## src/rtl/jtmon_pkg.sv

```systemverilog
package jtmon_pkg;

    typedef enum logic [3:0] {
        ST_RESET    = 4'd0,
        ST_IDLE     = 4'd1,
        ST_DR_SEL   = 4'd2,
        ST_DR_CAP   = 4'd3,
        ST_DR_SHIFT = 4'd4,
        ST_DR_EXIT1 = 4'd5,
        ST_DR_PAUSE = 4'd6,
        ST_DR_EXIT2 = 4'd7,
        ST_DR_UPD   = 4'd8,
        ST_IR_SEL   = 4'd9,
        ST_IR_CAP   = 4'd10,
        ST_IR_SHIFT = 4'd11,
        ST_IR_EXIT1 = 4'd12,
        ST_IR_PAUSE = 4'd13,
        ST_IR_EXIT2 = 4'd14,
        ST_IR_UPD   = 4'd15
    } tap_st_e;

    function automatic tap_st_e tap_next(tap_st_e s, logic tms);
        tap_st_e n;
        case (s)
            ST_RESET:    n = tms ? ST_RESET    : ST_IDLE;
            ST_IDLE:     n = tms ? ST_DR_SEL   : ST_IDLE;
            ST_DR_SEL:   n = tms ? ST_IR_SEL   : ST_DR_CAP;
            ST_DR_CAP:   n = tms ? ST_DR_EXIT1 : ST_DR_SHIFT;
            ST_DR_SHIFT: n = tms ? ST_DR_EXIT1 : ST_DR_SHIFT;
            ST_DR_EXIT1: n = tms ? ST_DR_UPD   : ST_DR_PAUSE;
            ST_DR_PAUSE: n = tms ? ST_DR_EXIT2 : ST_DR_PAUSE;
            ST_DR_EXIT2: n = tms ? ST_DR_UPD   : ST_DR_SHIFT;
            ST_DR_UPD:   n = tms ? ST_DR_SEL   : ST_IDLE;
            ST_IR_SEL:   n = tms ? ST_RESET    : ST_IR_CAP;
            ST_IR_CAP:   n = tms ? ST_IR_EXIT1 : ST_IR_SHIFT;
            ST_IR_SHIFT: n = tms ? ST_IR_EXIT1 : ST_IR_SHIFT;
            ST_IR_EXIT1: n = tms ? ST_IR_UPD   : ST_IR_PAUSE;
            ST_IR_PAUSE: n = tms ? ST_IR_EXIT2 : ST_IR_PAUSE;
            ST_IR_EXIT2: n = tms ? ST_IR_UPD   : ST_IR_SHIFT;
            default:     n = tms ? ST_DR_SEL   : ST_IDLE;
        endcase
        return n;
    endfunction

    function automatic logic tap_is_shift(tap_st_e s);
        return (s == ST_DR_SHIFT) || (s == ST_IR_SHIFT);
    endfunction

    function automatic logic tap_is_capture(tap_st_e s);
        return (s == ST_DR_CAP) || (s == ST_IR_CAP);
    endfunction

    function automatic logic tap_is_update(tap_st_e s);
        return (s == ST_DR_UPD) || (s == ST_IR_UPD);
    endfunction

    function automatic logic tap_is_exit(tap_st_e s);
        return (s == ST_DR_EXIT1) || (s == ST_IR_EXIT1) ||
               (s == ST_DR_EXIT2) || (s == ST_IR_EXIT2);
    endfunction

endpackage

```

## src/rtl/jtmon_sync.sv

```systemverilog
module jtmon_sync #(
    parameter int N = 1,
    parameter logic [N-1:0] RST_VAL = '0
) (
    input  logic         clk,
    input  logic         rst,
    input  logic [N-1:0] d,
    output logic [N-1:0] q
);
    logic [N-1:0] meta_q;

    always_ff @(posedge clk) begin
        if (rst) begin
            meta_q <= RST_VAL;
            q      <= RST_VAL;
        end else begin
            meta_q <= d;
            q      <= meta_q;
        end
    end
endmodule

```

## src/rtl/jtmon_tap_track.sv

```systemverilog
module jtmon_tap_track
    import jtmon_pkg::*;
(
    input  logic    clk,
    input  logic    rst,
    input  logic    step,
    input  logic    tms,
    output tap_st_e cur_o,
    output tap_st_e nxt_o,
    output logic    chg_valid_o,
    output tap_st_e chg_from_o,
    output tap_st_e chg_to_o
);
    tap_st_e state_q;

    assign cur_o = state_q;
    assign nxt_o = tap_next(state_q, tms);

    always_ff @(posedge clk) begin
        if (rst) begin
            state_q     <= ST_IDLE;
            chg_valid_o <= 1'b0;
            chg_from_o  <= ST_IDLE;
            chg_to_o    <= ST_IDLE;
        end else begin
            chg_valid_o <= step;
            if (step) begin
                state_q    <= nxt_o;
                chg_from_o <= state_q;
                chg_to_o   <= nxt_o;
            end
        end
    end


    state_hold_chk: assert property (@(posedge clk) disable iff (rst)
        !step |=> $stable(state_q));


    chg_from_chk: assert property (@(posedge clk) disable iff (rst)
        chg_valid_o |-> (chg_from_o == $past(state_q)));


    chg_legal_chk: assert property (@(posedge clk) disable iff (rst)
        chg_valid_o |-> ((chg_to_o == tap_next(chg_from_o, 1'b0)) ||
                         (chg_to_o == tap_next(chg_from_o, 1'b1))));
endmodule

```

## src/rtl/jtmon_scan_cap.sv

```systemverilog
module jtmon_scan_cap
    import jtmon_pkg::*;
#(
    parameter int W  = 64,
    parameter int CW = $clog2(W + 1)
) (
    input  logic          clk,
    input  logic          rst,
    input  logic          step,
    input  tap_st_e       cur,
    input  tap_st_e       nxt,
    input  logic          tdi,
    input  logic          tdo,
    output logic          rec_valid_o,
    output logic          rec_is_ir_o,
    output logic [W-1:0]  rec_tdi_o,
    output logic [W-1:0]  rec_tdo_o,
    output logic [CW-1:0] rec_count_o,
    output logic          rec_overflow_o
);
    localparam logic [CW-1:0] CNT_MAX = CW'(W);

    logic [W-1:0]  acc_tdi, acc_tdo;
    logic [CW-1:0] acc_cnt;
    logic          acc_ovf;
    logic          take_bit, full;

    assign take_bit = step && tap_is_shift(cur);
    assign full     = (acc_cnt == CNT_MAX);

    always_ff @(posedge clk) begin
        if (rst) begin
            acc_tdi        <= '0;
            acc_tdo        <= '0;
            acc_cnt        <= '0;
            acc_ovf        <= 1'b0;
            rec_valid_o    <= 1'b0;
            rec_is_ir_o    <= 1'b0;
            rec_tdi_o      <= '0;
            rec_tdo_o      <= '0;
            rec_count_o    <= '0;
            rec_overflow_o <= 1'b0;
        end else begin
            rec_valid_o <= 1'b0;
            if (step && (tap_is_update(nxt) || tap_is_capture(nxt))) begin
                acc_tdi <= '0;
                acc_tdo <= '0;
                acc_cnt <= '0;
                acc_ovf <= 1'b0;
            end else if (take_bit) begin
                if (full) begin
                    acc_ovf <= 1'b1;
                end else begin
                    acc_tdi <= acc_tdi | ({{(W-1){1'b0}}, tdi} << acc_cnt);
                    acc_tdo <= acc_tdo | ({{(W-1){1'b0}}, tdo} << acc_cnt);
                    acc_cnt <= acc_cnt + 1'b1;
                end
            end
            if (step && tap_is_update(nxt)) begin
                rec_valid_o    <= 1'b1;
                rec_is_ir_o    <= (nxt == ST_IR_UPD);
                rec_tdi_o      <= acc_tdi;
                rec_tdo_o      <= acc_tdo;
                rec_count_o    <= acc_cnt;
                rec_overflow_o <= acc_ovf;
            end
        end
    end


    cnt_range_chk: assert property (@(posedge clk) disable iff (rst)
        rec_valid_o |-> (rec_count_o <= CNT_MAX));


    ovf_cnt_chk: assert property (@(posedge clk) disable iff (rst)
        (rec_valid_o && rec_overflow_o) |-> (rec_count_o == CNT_MAX));


    rec_origin_chk: assert property (@(posedge clk) disable iff (rst)
        rec_valid_o |-> $past(tap_is_exit(cur)));


    rec_pulse_chk: assert property (@(posedge clk) disable iff (rst)
        rec_valid_o |=> !rec_valid_o);
endmodule

```

## src/rtl/jtmon_top.sv

```systemverilog
module jtmon_top
    import jtmon_pkg::*;
#(
    parameter int W  = 64,
    parameter int CW = $clog2(W + 1)
) (
    input  logic          clk,
    input  logic          rst,
    input  logic          tck_i,
    input  logic          tms_i,
    input  logic          tdi_i,
    input  logic          tdo_i,
    output logic [3:0]    state_o,
    output logic          chg_valid_o,
    output logic [3:0]    chg_from_o,
    output logic [3:0]    chg_to_o,
    output logic          rec_valid_o,
    output logic          rec_is_ir_o,
    output logic [W-1:0]  rec_tdi_o,
    output logic [W-1:0]  rec_tdo_o,
    output logic [CW-1:0] rec_count_o,
    output logic          rec_overflow_o
);
    logic [3:0] pins_s;
    logic       tck_d, step;
    tap_st_e    cur, nxt, from_e, to_e;

    jtmon_sync #(.N(4), .RST_VAL(4'b1000)) u_sync (
        .clk (clk),
        .rst (rst),
        .d   ({tck_i, tms_i, tdi_i, tdo_i}),
        .q   (pins_s)
    );

    always_ff @(posedge clk) begin
        if (rst) tck_d <= 1'b1;
        else     tck_d <= pins_s[3];
    end

    assign step = pins_s[3] && !tck_d;

    jtmon_tap_track u_track (
        .clk         (clk),
        .rst         (rst),
        .step        (step),
        .tms         (pins_s[2]),
        .cur_o       (cur),
        .nxt_o       (nxt),
        .chg_valid_o (chg_valid_o),
        .chg_from_o  (from_e),
        .chg_to_o    (to_e)
    );

    jtmon_scan_cap #(.W(W), .CW(CW)) u_cap (
        .clk            (clk),
        .rst            (rst),
        .step           (step),
        .cur            (cur),
        .nxt            (nxt),
        .tdi            (pins_s[1]),
        .tdo            (pins_s[0]),
        .rec_valid_o    (rec_valid_o),
        .rec_is_ir_o    (rec_is_ir_o),
        .rec_tdi_o      (rec_tdi_o),
        .rec_tdo_o      (rec_tdo_o),
        .rec_count_o    (rec_count_o),
        .rec_overflow_o (rec_overflow_o)
    );

    assign state_o    = cur;
    assign chg_from_o = from_e;
    assign chg_to_o   = to_e;


    reset_idle_chk: assert property (@(posedge clk)
        $past(rst) |-> (state_o == 4'd1 && !chg_valid_o && !rec_valid_o));
endmodule

```

## config.mk

```make
export PLATFORM = sky130hd
export DESIGN_NAME = jtmon_top
export DESIGN_NICKNAME = d
export VERILOG_FILES = /design/src/rtl/jtmon_pkg.sv /design/src/rtl/jtmon_sync.sv /design/src/rtl/jtmon_tap_track.sv /design/src/rtl/jtmon_scan_cap.sv /design/src/rtl/jtmon_top.sv
export SDC_FILE = /design/constraint.sdc
export NUM_CORES = 1
export LEC_CHECK = 0
export BUFFER_PORTS_ARGS = -buffer_cell sky130_fd_sc_hd__buf_2
export CORE_MARGIN = 8
export CORE_UTILIZATION = 40
export CTS_CLUSTER_DIAMETER = 100
export DETAILED_ROUTE_END_ITERATION = 16
export GPL_TIMING_DRIVEN = 0
export PLACE_DENSITY = 0.56
export SLEW_MARGIN = 20
export SYNTH_ARGS = -nofsm -noshare
export SYNTH_HDL_FRONTEND = slang
export SYNTH_SLANG_ARGS = --single-unit
```

## constraint.sdc

```tcl
create_clock -name clk -period 2.5 [get_ports clk]
set_clock_uncertainty 0.05 [all_clocks]
set_input_delay 0 -clock clk [delete_from_list [all_inputs] [get_ports clk]]
set_output_delay 0 -clock clk [all_outputs]
set_load 0.03 [all_outputs]
```

== Yosys cells after proc, flatten, opt, wreduce, memory -nomap -nowiden ==
Index checks and enable logic that the tools add are counted.

* Logic and storage cells: 68
* Flip-flop bits (word level): 292

* Eq/ne operators: 17
* Add/subtract/negate cells: 1
* Mux-type cells: 14
* Bitwise operators: 3
* Shift-type cells: 2
* Reduce and logical (&&, ||, !) cells: 15

{| class="wikitable"
|+ Operator list
! kind !! number
|-
| $or A64 B64 Y64 || 2
|-
| $shl A1 B7 Y64 || 2
|-
| $pmux W4 S11 || 1
|-
| $eq A4 B4 Y1 const B || 9
|-
| $eq A4 B3 Y1 const B || 4
|-
| $mux W4 || 4
|-
| $eq A4 B2 Y1 const B || 3
|-
| $add A7 B1 Y7 const B || 1
|-
| $eq A7 B7 Y1 const B || 1
|-
| $mux W2 || 3
|-
| $mux W3 || 2
|-
| $reduce_or A2 Y1 || 3
|-
| $logic_and A1 B1 Y1 || 4
|-
| $logic_not A4 Y1 || 1
|-
| $logic_or A1 B1 Y1 || 4
|-
| $mux W1 || 4
|-
| $reduce_and A2 Y1 || 2
|-
| $logic_not A1 Y1 || 1
|-
| $not A1 Y1 || 1
|}

== Depth between registers and ports, before layout ==
Gate-level depths: netlist of run 1.

* Word-level depth: 8
* Gate-level depth with buffers: 8
* Depth with buffers taken out: 6

== Cells and area by module ==
From an unflattened synthesis of run 1, not the netlist that was laid out.

* Cells, all modules: 1162
* Area, all modules: 10423.7 um^2

{| class="wikitable"
|+ By module, submodules not included
! module !! cells an instance !! times used !! area each (um^2)
|-
| jtmon_scan_cap || 1072 || 1 || 9560.4
|-
| jtmon_tap_track || 71 || 1 || 620.6
|-
| jtmon_sync || 16 || 1 || 210.2
|-
| jtmon_top || 3 || 1 || 32.5
|}

== Worst setup path before layout of run 1 ==
Ideal clock, no wire load.

* Kind: reg-to-reg
* From: register, netlist name u_track.chg_to_o[2]
* To: register u_cap.rec_count_o[0]
* Slack: 0.551 ns
* Clock period less this slack: 1.949 ns
* Buffers on the path: 4
* Cell stages (with the launch flop): 9
* Data arrival time: 1.767 ns
* Library setup time: 0.132 ns
* Path through: dfxtp_1 buf_2 nand2_1 or3_1 buf_2 buf_6 buf_2 nand2_1 a21oi_1

{| class="wikitable"
|+ RTL lines
! item !! RTL line !! text
|-
| end signal, assigned || jtmon_scan_cap.sv:64 || <nowiki>rec_count_o <= acc_cnt;</nowiki>
|-
| end, declared || jtmon_scan_cap.sv:18 || <nowiki>output logic [CW-1:0] rec_count_o,</nowiki>
|}

==> results of run 1 <==
[cell usage after synthesis (6+ instances only)]
cell type,instances
a21oi_1,143
and2_1,6
buf_1,15
buf_2,27
buf_6,7
clkbuf_1,37
dfxtp_1,292
nand2_1,283
nor2_1,137
nor2b_1,10
o211ai_1,19
o21a_1,128
o21ai_0,7
xnor2_1,7
[timing repair]
action,4_1_cts,5_1_grt
hold endpoints to repair,5,0
hold buffers,5,0
setup buffers,0,0
[sequential cells by signal, summed over array words and instances (netlist names)]
name / flops
tck_d: 1
u_cap.acc_cnt: 7
u_cap.acc_ovf: 1
u_cap.acc_tdi: 64
u_cap.acc_tdo: 64
u_cap.rec_count_o: 7
u_cap.rec_is_ir_o: 1
u_cap.rec_overflow_o: 1
u_cap.rec_tdi_o: 64
u_cap.rec_tdo_o: 64
u_cap.rec_valid_o: 1
u_sync.meta_q: 4
u_sync.q: 4
u_track.chg_from_o: 4
u_track.chg_to_o: 4
u_track.chg_valid_o: 1
[how the worst max path moves through the flow]
stage	slack [ns]	cells after the start	to
after CTS	0.19	6	u_cap.acc_tdo[55]
final	0.18	6	u_cap.acc_tdo[55]
after global placement	0.21	6	u_cap.acc_tdo[57]
after global routing	0.03	6	u_cap.acc_tdo[57]
after floorplan	0.55	8	u_cap.rec_count_o[0]
after detailed placement	0.20	6	u_cap.acc_tdo[55]
[report_power, final]
group	leakage (nW)	internal (mW)	switching (mW)
Clock	0.535	2.95	1.81
Combinational	1.96	0.0541	0.126
Sequential	2.35	4.66	0.00734
[layer usage]
layer	global-route usage (%)	wire [um]	vias to the layer above
met2	28.3	12500	142
met1	23.0	13200	3982
li1	-	-	4333
met3	3.26	1440	29
met5	0	0	-
met4	3.01	301	0
[worst register-to-register path, stage by stage (launching register included)]
cell and delay, ns:
dfxtp_1 0.34, buf_2 0.21, and4b_1 0.27, buf_2 0.19, o211ai_1 0.82, nor2_1 0.13, o21a_1 0.21
[cell families after synthesis]
group / share of synthesized area [%]
simple gates: 18.6
compound gates: 19.5
flops: 56.4
buf+inv: 4.49
xor+xnor: 0.592
fa+ha+maj: 0.241
mux: 0.0966
[cell type report]
type	instances	area (um2)	share of cell area [%]
buffer	91	447	3.52
clock buffer	46	922	7.27
clock inverter	10	158	1.24
inverter	5	18.8	0.148
multi-input combinational	799	4050	31.9
sequential	292	5850	46.1
tap	335	419	3.30
timing repair buffer	161	831	6.55
==> reports/qor.csv, run 1 <==
metric,value,unit
cts_repair_resize_count,0,
critPathTopFamily,compound AO/OA/AOI/OAI gates,
worstSetupStartpointType,flip-flop,
reg2reg_depth,6,
die_height,177,um
cts-root-buf,clkbuf_16,
synth.yosys.warnings,0,
vias,8486,
timing.hold.ws,0.138,ns
critical-path-top-cell-by-count,buf_2,
fillerInstances,2556,
final.period_utilization,93.0,%
layout-drive-gt1-share,18.0,%
min_to,u_sync.meta_q[3],
clk_latency,0.54,ns
finalInstanceArea,12700,um2
yosys.cell_types.count,46,
hold_start,tck_i,
min_period,2.32,ns
setup.worst_path.start,u_track.chg_to_o[2],
async_flop_share,0,%
placed_cells_incl_taps,1678,
finalNonFillerCells,1739,
power,9.60,mW
htreeDepth,1,
timing.reg2reg.setup_slack,0.18,ns
crit_slowest_cell,o211ai_1,
wire_length_of_the_first_global_routing_pass,43.7,mm
first_pass_iters,4,
max_cap_violations,0,
antenna-diode-count,0,
clk_pin_slew,0.06,ns
remaining_drc_errors,0,
peakVddDrop,429,uV
layout.cells.most_common,dfxtp_1,
via_count_of_the_first_global_routing_pass,8197,
area_share_of_the_largest_cell_type_after_synthesis,56.4,%
avgSynthCellArea,8.73,um2
cts_num_sinks,292,
synth_area,10400,um2
post_dp_cell_area,11600,um2
tritoncts,yes,
detail_route.wirelength,27.4,mm
synth_cells,1187,
critPathKind,flip-flop to flip-flop,
drt_iter0_markers,439,
cts_max_path_buffers,3,
achievable-frequency,430,MHz
critPathCaptureType,flip-flop,
crit-reg2reg-capture,u_cap.acc_tdo[55],
leakagePower,4.84,nW
number_of_stages_on_the_worst_hold_path,3,
core.rowCount,59,
synthesis.nets,1195,
grt_setup_unrepaired,false,
synth-seq-area-share,56.4,%
fin_tns_setup,0,ns
pre_cts_slack,0.202,ns
floorplan.die.width,177,um
timing.max_slew.rel_slack,32.8,%
finalHoldViolations,0,
placeableCoreArea,25800,um2
status,"finished, final reports clean",
floorplan.initialDensity,40.2,%
worst_slew_pin_slew,1.00,ns
globalRouteTotalUtil,17.1,%
synth_area_leaders,"dfxtp_1 (56%), nand2_1 (10%), o21a_1 (9.3%)",
grt-ovfl-total,0,
critical_path.max_fanout,10,
grt_max_degree,16,
r2r_start,u_track.chg_to_o[2],
critical_path_required,2.88,ns
worst_hold_path_type,input port to flip-flop,
hpwl,19.5,mm
routed_via_density,4.88,
synth-edff-count,0,
final_util,49.3,%
synthToLayoutAreaGrowth,22.5,%
ios,157,
num-nets-final,1389,
layout.cells.most_common_list,"dfxtp_1 (292), nand2_1 (283), buf_2 (183)",
cts_inserted_buffers,31,
ys_dominant_reg_cell,dfxtp_1,
max_slew_violation_count,0,
dieArea,31300,um2
power.density_cell_area,757,nW/um2
post_route_ant_nets,0,
routabilityCongestion,0.801,
final.setup.worst_slack,0.175,ns
synth_seq_cells,292,
critical-path-max-stage-delay,0.82,ns
setup_viol,0,
worst-path-buf-inv,2,
crit_path_cell_trace,buf_2 -> and4b_1 -> buf_2 -> o211ai_1 -> nor2_1 -> o21a_1,
post-synth-top-area-cell,dfxtp_1,
antenna_found_initial,0,
worstPathArrival,2.71,ns
io_buffers,156,
route.detailed.wl_per_inst,15.8,um
(Power assumes the default switching activity.)
==> inputs of run 2 (changes only) <==
--- a/config.mk
+++ b/config.mk
@@ -7,11 +7,12 @@
 export LEC_CHECK = 0
 export BUFFER_PORTS_ARGS = -buffer_cell sky130_fd_sc_hd__buf_2
 export CORE_MARGIN = 8
-export CORE_UTILIZATION = 40
+export CORE_UTILIZATION = 45
 export CTS_CLUSTER_DIAMETER = 100
 export DETAILED_ROUTE_END_ITERATION = 16
 export GPL_TIMING_DRIVEN = 0
-export PLACE_DENSITY = 0.56
+export PLACE_DENSITY = 0.66
+export SETUP_SLACK_MARGIN = 0.02
 export SLEW_MARGIN = 20
 export SYNTH_ARGS = -nofsm -noshare
 export SYNTH_HDL_FRONTEND = slang
==> reports/qor.csv, run 2 (synthesis gave the netlist of run 1 again) <==
metric,value,unit,change
status,"finished, final reports clean",,unchanged
final.setup.worst_slack,0.192,ns,was 0.175 ns
min_period,2.31,ns,was 2.32 ns
core.rowCount,55,,was 59
setup_viol,0,,unchanged
pre_cts_slack,0.238,ns,was 0.202 ns
crit_path_cell_trace,buf_2 -> and4b_1 -> buf_2 -> o211ai_1 -> nor2_1 -> o21a_1,,unchanged
drt_iter0_markers,508,,was 439
routed_via_density,5.04,,was 4.88
crit_slowest_cell,o211ai_1,,unchanged
num-nets-final,1388,,was 1389
synthToLayoutAreaGrowth,21.2,%,was 22.5%
dieArea,28100,um2,was 31300 um2
placeableCoreArea,22600,um2,was 25800 um2
critical_path_required,2.89,ns,was 2.88 ns
critical-path-max-stage-delay,0.82,ns,about the same
antenna_found_initial,0,,unchanged
globalRouteTotalUtil,18.4,%,was 17.1%
ios,157,,unchanged
worstPathArrival,2.70,ns,was 2.71 ns
clk_latency,0.55,ns,was 0.54 ns
max_cap_violations,0,,unchanged
grt-ovfl-total,0,,unchanged
cts_inserted_buffers,30,,was 31
via_count_of_the_first_global_routing_pass,8119,,was 8197
wire_length_of_the_first_global_routing_pass,42.4,mm,was 43.7 mm
layout-drive-gt1-share,17.6,%,was 18.0%
routabilityCongestion,0.814,,was 0.801
layout.cells.most_common_list,"dfxtp_1 (292), nand2_1 (283), buf_2 (183)",,unchanged
max_slew_violation_count,0,,unchanged
hpwl,18.8,mm,was 19.5 mm
finalHoldViolations,0,,unchanged
worst_hold_path_type,input port to flip-flop,,unchanged
cts_max_path_buffers,3,,unchanged
achievable-frequency,433,MHz,was 430 MHz
route.detailed.wl_per_inst,15.7,um,was 15.8 um
floorplan.initialDensity,45.8,%,was 40.2%
vias,8500,,was 8486
clk_pin_slew,0.06,ns,about the same
cts_repair_resize_count,0,,unchanged
layout.cells.most_common,dfxtp_1,,unchanged
io_buffers,156,,unchanged
power.density_cell_area,748,nW/um2,was 757 nW/um2
cts_num_sinks,292,,unchanged
tritoncts,yes,,unchanged
final.period_utilization,92.3,%,was 93.0%
critical_path.max_fanout,10,,unchanged
worst_slew_pin_slew,1.01,ns,was 1.00 ns
cts-root-buf,clkbuf_16,,unchanged
remaining_drc_errors,0,,unchanged
first_pass_iters,5,,was 4
die_height,168,um,was 177 um
critPathCaptureType,flip-flop,,unchanged
antenna-diode-count,0,,unchanged
worstSetupStartpointType,flip-flop,,unchanged
critical-path-top-cell-by-count,buf_2,,unchanged
grt_max_degree,16,,unchanged
peakVddDrop,543,uV,was 429 uV
floorplan.die.width,168,um,was 177 um
grt_setup_unrepaired,false,,unchanged
detail_route.wirelength,26.5,mm,was 27.4 mm
fin_tns_setup,0,ns,unchanged
htreeDepth,1,,unchanged
leakagePower,4.81,nW,was 4.84 nW
critPathKind,flip-flop to flip-flop,,unchanged
post_route_ant_nets,0,,unchanged
timing.max_slew.rel_slack,32.6,%,was 32.8%
## run 2: changes by cell type in the layout (fill, tap and decap cells not counted)
cell       previous run  this run
clkbuf_1             43        46
inv_6                 2         0
clkinv_8              0         1
clkbuf_16            31        30
clkbuf_8              9         5
## run 2: layout make-up
cell class	instances	area, um2
plain buffers	91	447
clock buffers	44	853
clock inverters	9	156
fillers	2172	10100
inverters	5	18.8
multi-input cells	799	4050
flip-flops and latches	292	5850
well taps	285	357
repair buffers	161	831
## run 2: path summary, 6_finish.rpt
path                            start           endpoint  slack [ns]  depth (start not counted)
setup / recovery  u_track.chg_to_o[2]  u_cap.acc_tdo[57]        0.19                          6
hold / removal                  tck_i   u_sync.meta_q[3]        0.13                          3
setup reg to reg  u_track.chg_to_o[2]  u_cap.acc_tdo[57]        0.19                          6
hold reg to reg      u_sync.meta_q[3]        u_sync.q[3]        0.37                          1
## run 2: power by group
group | internal, mW | total (mW) | switching [mW]
Combinational | 0.0540 | 0.177 | 0.123
Clock | 2.76 | 4.55 | 1.79
Sequential | 4.66 | 4.67 | 0.00775
Total | 7.48 | 9.40 | 1.92
## run 2: stage by stage
stage	util [%]	instances	area [um2]	hold slack, ns	power (mW)
finish	55.5	1686	12600	0.129	9.40
global route	55.5	1686	12600	0.137	9.71
CTS	55.5	1686	12600	0.114	9.49
detailed placement	50.8	1628	11500	0.147	4.94
global placement	50.8	1628	11500	0.147	4.94
floorplan	-	1187	10400	0.0538	4.89
## run 2: critical path: cells and delay by family (launching register included)
| kind | cells | cell delay [ns] |
|---|---|---|
| compound gates | 2 | 1.02 |
| buf+inv | 2 | 0.40 |
| simple gates | 2 | 0.37 |
| flops | 1 | 0.35 |
## run 2: timing repair
item / CTS / global route
setup buffers: 0 / 0
endpoints found under the hold margin: 5 / 0
hold buffers: 5 / 0
## run 2: per-layer routing
| layer | vias to the layer above | wire length [um] | global-route usage, % |
|---|---|---|---|
| met4 | 0 | 442 | 4.50 |
| met2 | 156 | 12200 | 30.7 |
| met1 | 3981 | 12400 | 23.5 |
| li1 | 4330 | - | - |
| met5 | - | 0 | 0 |
| met3 | 33 | 1500 | 4.33 |
==> inputs of run 3 (changes only) <==
--- a/config.mk
+++ b/config.mk
@@ -5,6 +5,7 @@
 export SDC_FILE = /design/constraint.sdc
 export NUM_CORES = 1
 export LEC_CHECK = 0
+export ABC_AREA = 1
 export BUFFER_PORTS_ARGS = -buffer_cell sky130_fd_sc_hd__buf_2
 export CORE_MARGIN = 8
 export CORE_UTILIZATION = 45
==> reports/qor.csv, run 3 <==
metric,value,unit,change
min_to,u_sync.meta_q[3],,unchanged
finalHoldViolations,0,,unchanged
floorplan.initialDensity,45.5,%,was 45.8%
htreeDepth,1,,unchanged
route.detailed.wl_per_inst,15.1,um,was 15.7 um
num-nets-final,1872,,was 1388
critical_path.max_fanout,10,,unchanged
timing.reg2reg.setup_slack,0.19,ns,about the same
synth_area_leaders,"dfxtp_1 (48%), nor2_1 (10%), a21oi_1 (9.0%)",,"was dfxtp_1 (56%), nand2_1 (10%), o21a_1 (9.3%)"
synth.area.mux_share,0,%,was 0.0966%
power.net_switching,2.15,mW,was 1.92 mW
cts-root-buf,clkbuf_16,,unchanged
critPathCaptureType,flip-flop,,unchanged
peakVddDrop,438,uV,was 543 uV
via_count_of_the_first_global_routing_pass,10700,,was 8119
power.switching_fraction,22.1,%,was 20.4%
synth_area,12200,um2,was 10400 um2
synth_top_family_by_area,simple AND/OR/NAND/NOR gates,,was compound AO/OA/AOI/OAI gates
share_of_power_burned_in_the_clock_network,47.5,%,was 48.4%
cts_max_path_buffers,3,,unchanged
synth.top_cells.by_count,"nor2_1 (334), dfxtp_1 (292), a21oi_1 (220)",,"was dfxtp_1 (292), nand2_1 (283), a21oi_1 (143)"
achievable-frequency,434,MHz,was 433 MHz
synth_seq_cells,292,,unchanged
worst_slew_pin_slew,1.04,ns,was 1.01 ns
dieArea,32600,um2,was 28100 um2
synth.yosys.warnings,0,,unchanged
antenna-diode-count,0,,unchanged
wire_length_of_the_first_global_routing_pass,54.8,mm,was 42.4 mm
timing.max_slew.rel_slack,30.0,%,was 32.6%
io_buffers,156,,unchanged
layout-drive-gt1-share,17.7,%,was 17.6%
reg2reg_depth,12,,was 6
hold_start,tck_i,,unchanged
internal-power,7.57,mW,was 7.48 mW
globalRouteTotalUtil,20.1,%,was 18.4%
share_comb_of_total_power,4.3,%,was 1.9%
min_period,2.31,ns,about the same
synth_cells,1665,,was 1187
ys_dominant_reg_cell,dfxtp_1,,unchanged
leakagePower,5.91,nW,was 4.81 nW
drt_iter0_markers,652,,was 508
yosys.cell_types.count,32,,was 46
max_cap_violations,0,,unchanged
grt_max_degree,16,,unchanged
r2r_start,u_track.chg_to_o[2],,unchanged
power,9.72,mW,was 9.40 mW
status,"finished, final reports clean",,unchanged
finalInstanceArea,14600,um2,was 12600 um2
hpwl,25.3,mm,was 18.8 mm
tritoncts,yes,,unchanged
vias,11200,,was 8500
synth_xor_area_share,0.431,%,was 0.592%
worstSetupStartpointType,flip-flop,,unchanged
clk_latency,0.56,ns,was 0.55 ns
max_slew_violation_count,0,,unchanged
power.density_cell_area,668,nW/um2,was 748 nW/um2
worstPathArrival,2.75,ns,was 2.70 ns
number_of_stages_on_the_worst_hold_path,3,,unchanged
fin_tns_setup,0,ns,unchanged
layout.cells.most_common,nor2_1,,was dfxtp_1
synth-edff-count,0,,unchanged
simple_logic_cell_fraction_of_the_synthesized_area,27.1,%,was 18.6%
clk_pin_slew,0.06,ns,about the same
synthToLayoutAreaGrowth,19.3,%,was 21.2%
routed_via_density,5.01,,was 5.04
core.rowCount,60,,was 55
cts_inserted_buffers,30,,unchanged
remaining_drc_errors,0,,unchanged
detail_route.wirelength,33.7,mm,was 26.5 mm
critical_path_required,2.95,ns,was 2.89 ns
routabilityCongestion,0.943,,was 0.814
post_dp_cell_area,13400,um2,was 11500 um2
post_synthesis_adder_cell_area_fraction,0.205,%,was 0.242%
setup_viol,0,,unchanged
synthesis.nets,1673,,was 1195
floorplan.die.width,181,um,was 168 um
area_share_of_the_largest_cell_type_after_synthesis,47.9,%,was 56.4%
synth-compound-area-share,12.5,%,was 19.5%
crit-reg2reg-capture,u_cap.acc_tdo[15],,was u_cap.acc_tdo[57]
grt-ovfl-total,0,,unchanged
fillerInstances,2626,,was 2172
grt_setup_unrepaired,false,,unchanged
die_height,181,um,was 168 um
worst_hold_path_type,input port to flip-flop,,unchanged
synth-seq-area-share,47.9,%,was 56.4%
post-synth-top-area-cell,dfxtp_1,,unchanged
avgSynthCellArea,7.32,um2,was 8.73 um2
post_route_ant_nets,0,,unchanged
first_pass_iters,6,,was 5
ios,157,,unchanged
power.share.sequential,48.2,%,was 49.7%
synth_most_common_cell,nor2_1,,was dfxtp_1
async_flop_share,0,%,unchanged
final_util,54.3,%,was 55.5%
final.period_utilization,92.2,%,was 92.3%
placeableCoreArea,26800,um2,was 22600 um2
antenna_found_initial,0,,unchanged
layout.cells.most_common_list,"nor2_1 (334), dfxtp_1 (290), a21oi_1 (220)",,"was dfxtp_1 (292), nand2_1 (283), buf_2 (183)"
critPathKind,flip-flop to flip-flop,,unchanged
cts_num_sinks,292,,unchanged
run 3: changes by cell type in the layout (fill, tap and decap cells not counted), sizes merged, moves of 10 or more:
cell,before,now
nor2,137,377
o211ai,19,4
nand2,283,205
buf,210,229
clkbuf,81,99
inv,5,181
nand3,4,159
a21oi,143,220
nor3,5,19
nor2b,10,0
o21a,128,0
a31oi,5,43
run 3: critical path, cell delays in order (launching register included):
cell,delay [ns]
dfxtp_1,0.48
inv_2,0.10
nor2_4,0.18
nand2_1,0.13
nand2_1,0.10
nand2_1,0.11
nor2_4,0.19
nand2_2,0.11
inv_2,0.10
buf_4,0.19
buf_2,0.23
a31oi_1,0.13
nor2_2,0.14
run 3: logic make-up after synthesis:
group / Yosys count
compound gates: 285
xor+xnor: 6
buf+inv: 309
simple gates: 771
fa+ha+maj: 2
flops: 292
run 3: metrics by stage:
stage / worst slack (ns) / hold WS, ns / instances
4_1_cts: 0.0659 / 0.0984 / 2224
5_1_grt: 0.0215 / 0.111 / 2227
3_5_place_dp: -0.232 / 0.134 / 2162
6_report: 0.195 / 0.119 / 2227
2_1_floorplan: 0.430 / 0.0538 / 1665
3_3_place_gp: -0.221 / 0.136 / 2162
run 3: worst max-delay path by stage:
stage | from | end | slack, ns | cells past startpoint
after floorplan | u_track.chg_to_o[0] | u_cap.acc_tdo[5] | 0.43 | 13
after global placement | u_sync.q[3] | u_track.chg_to_o[0] | -0.22 | 7
after detailed placement | u_sync.q[3] | u_track.chg_to_o[0] | -0.23 | 7
after CTS | u_cap.acc_cnt[3] | u_cap.acc_tdo[15] | 0.07 | 11
after global routing | u_track.chg_to_o[2] | u_cap.acc_tdi[42] | 0.02 | 11
final | u_track.chg_to_o[2] | u_cap.acc_tdo[15] | 0.19 | 12
run 3: power by group through the flow:
| stage | Clock [mW] | Combinational, mW | Sequential (mW) |
|---|---|---|---|
| final | 4.62 | 0.417 | 4.68 |
| after global routing | 4.88 | 0.466 | 4.68 |
| after CTS | 4.68 | 0.420 | 4.68 |
| after detailed placement | 0 | 0.408 | 4.79 |
| after global placement | 0 | 0.406 | 4.79 |
| after floorplan | 0 | 0.284 | 4.81 |
run 3: what timing repair did:
action | in CTS | in global routing
resized for setup | 3 | 6
endpoints found under the hold margin | 15 | 0
hold buffers | 8 | 0
setup endpoints to repair | 101 | 229
pin swaps | 0 | 1
setup buffers | 0 | 3
run 3: final cells by class:
type	count	area [um2]	area share, %
Clock buffer	42	886	6.09
Tap cell	341	427	2.93
Inverter	182	683	4.69
Clock inverter	12	149	1.02
Timing Repair Buffer	167	883	6.07
Buffer	127	763	5.25
Sequential cell	292	5850	40.2
Multi-Input combinational cell	1064	4910	33.8
run 3: layer usage:
metal / global-route usage, % / vias up / part of all wire, %
li1: - / 5727 / -
met1: 27.2 / 5048 / 47
met2: 32.0 / 315 / 43
met3: 3.65 / 75 / 6.4
met4: 6.25 / 0 / 2.9
met5: 0 / - / 0
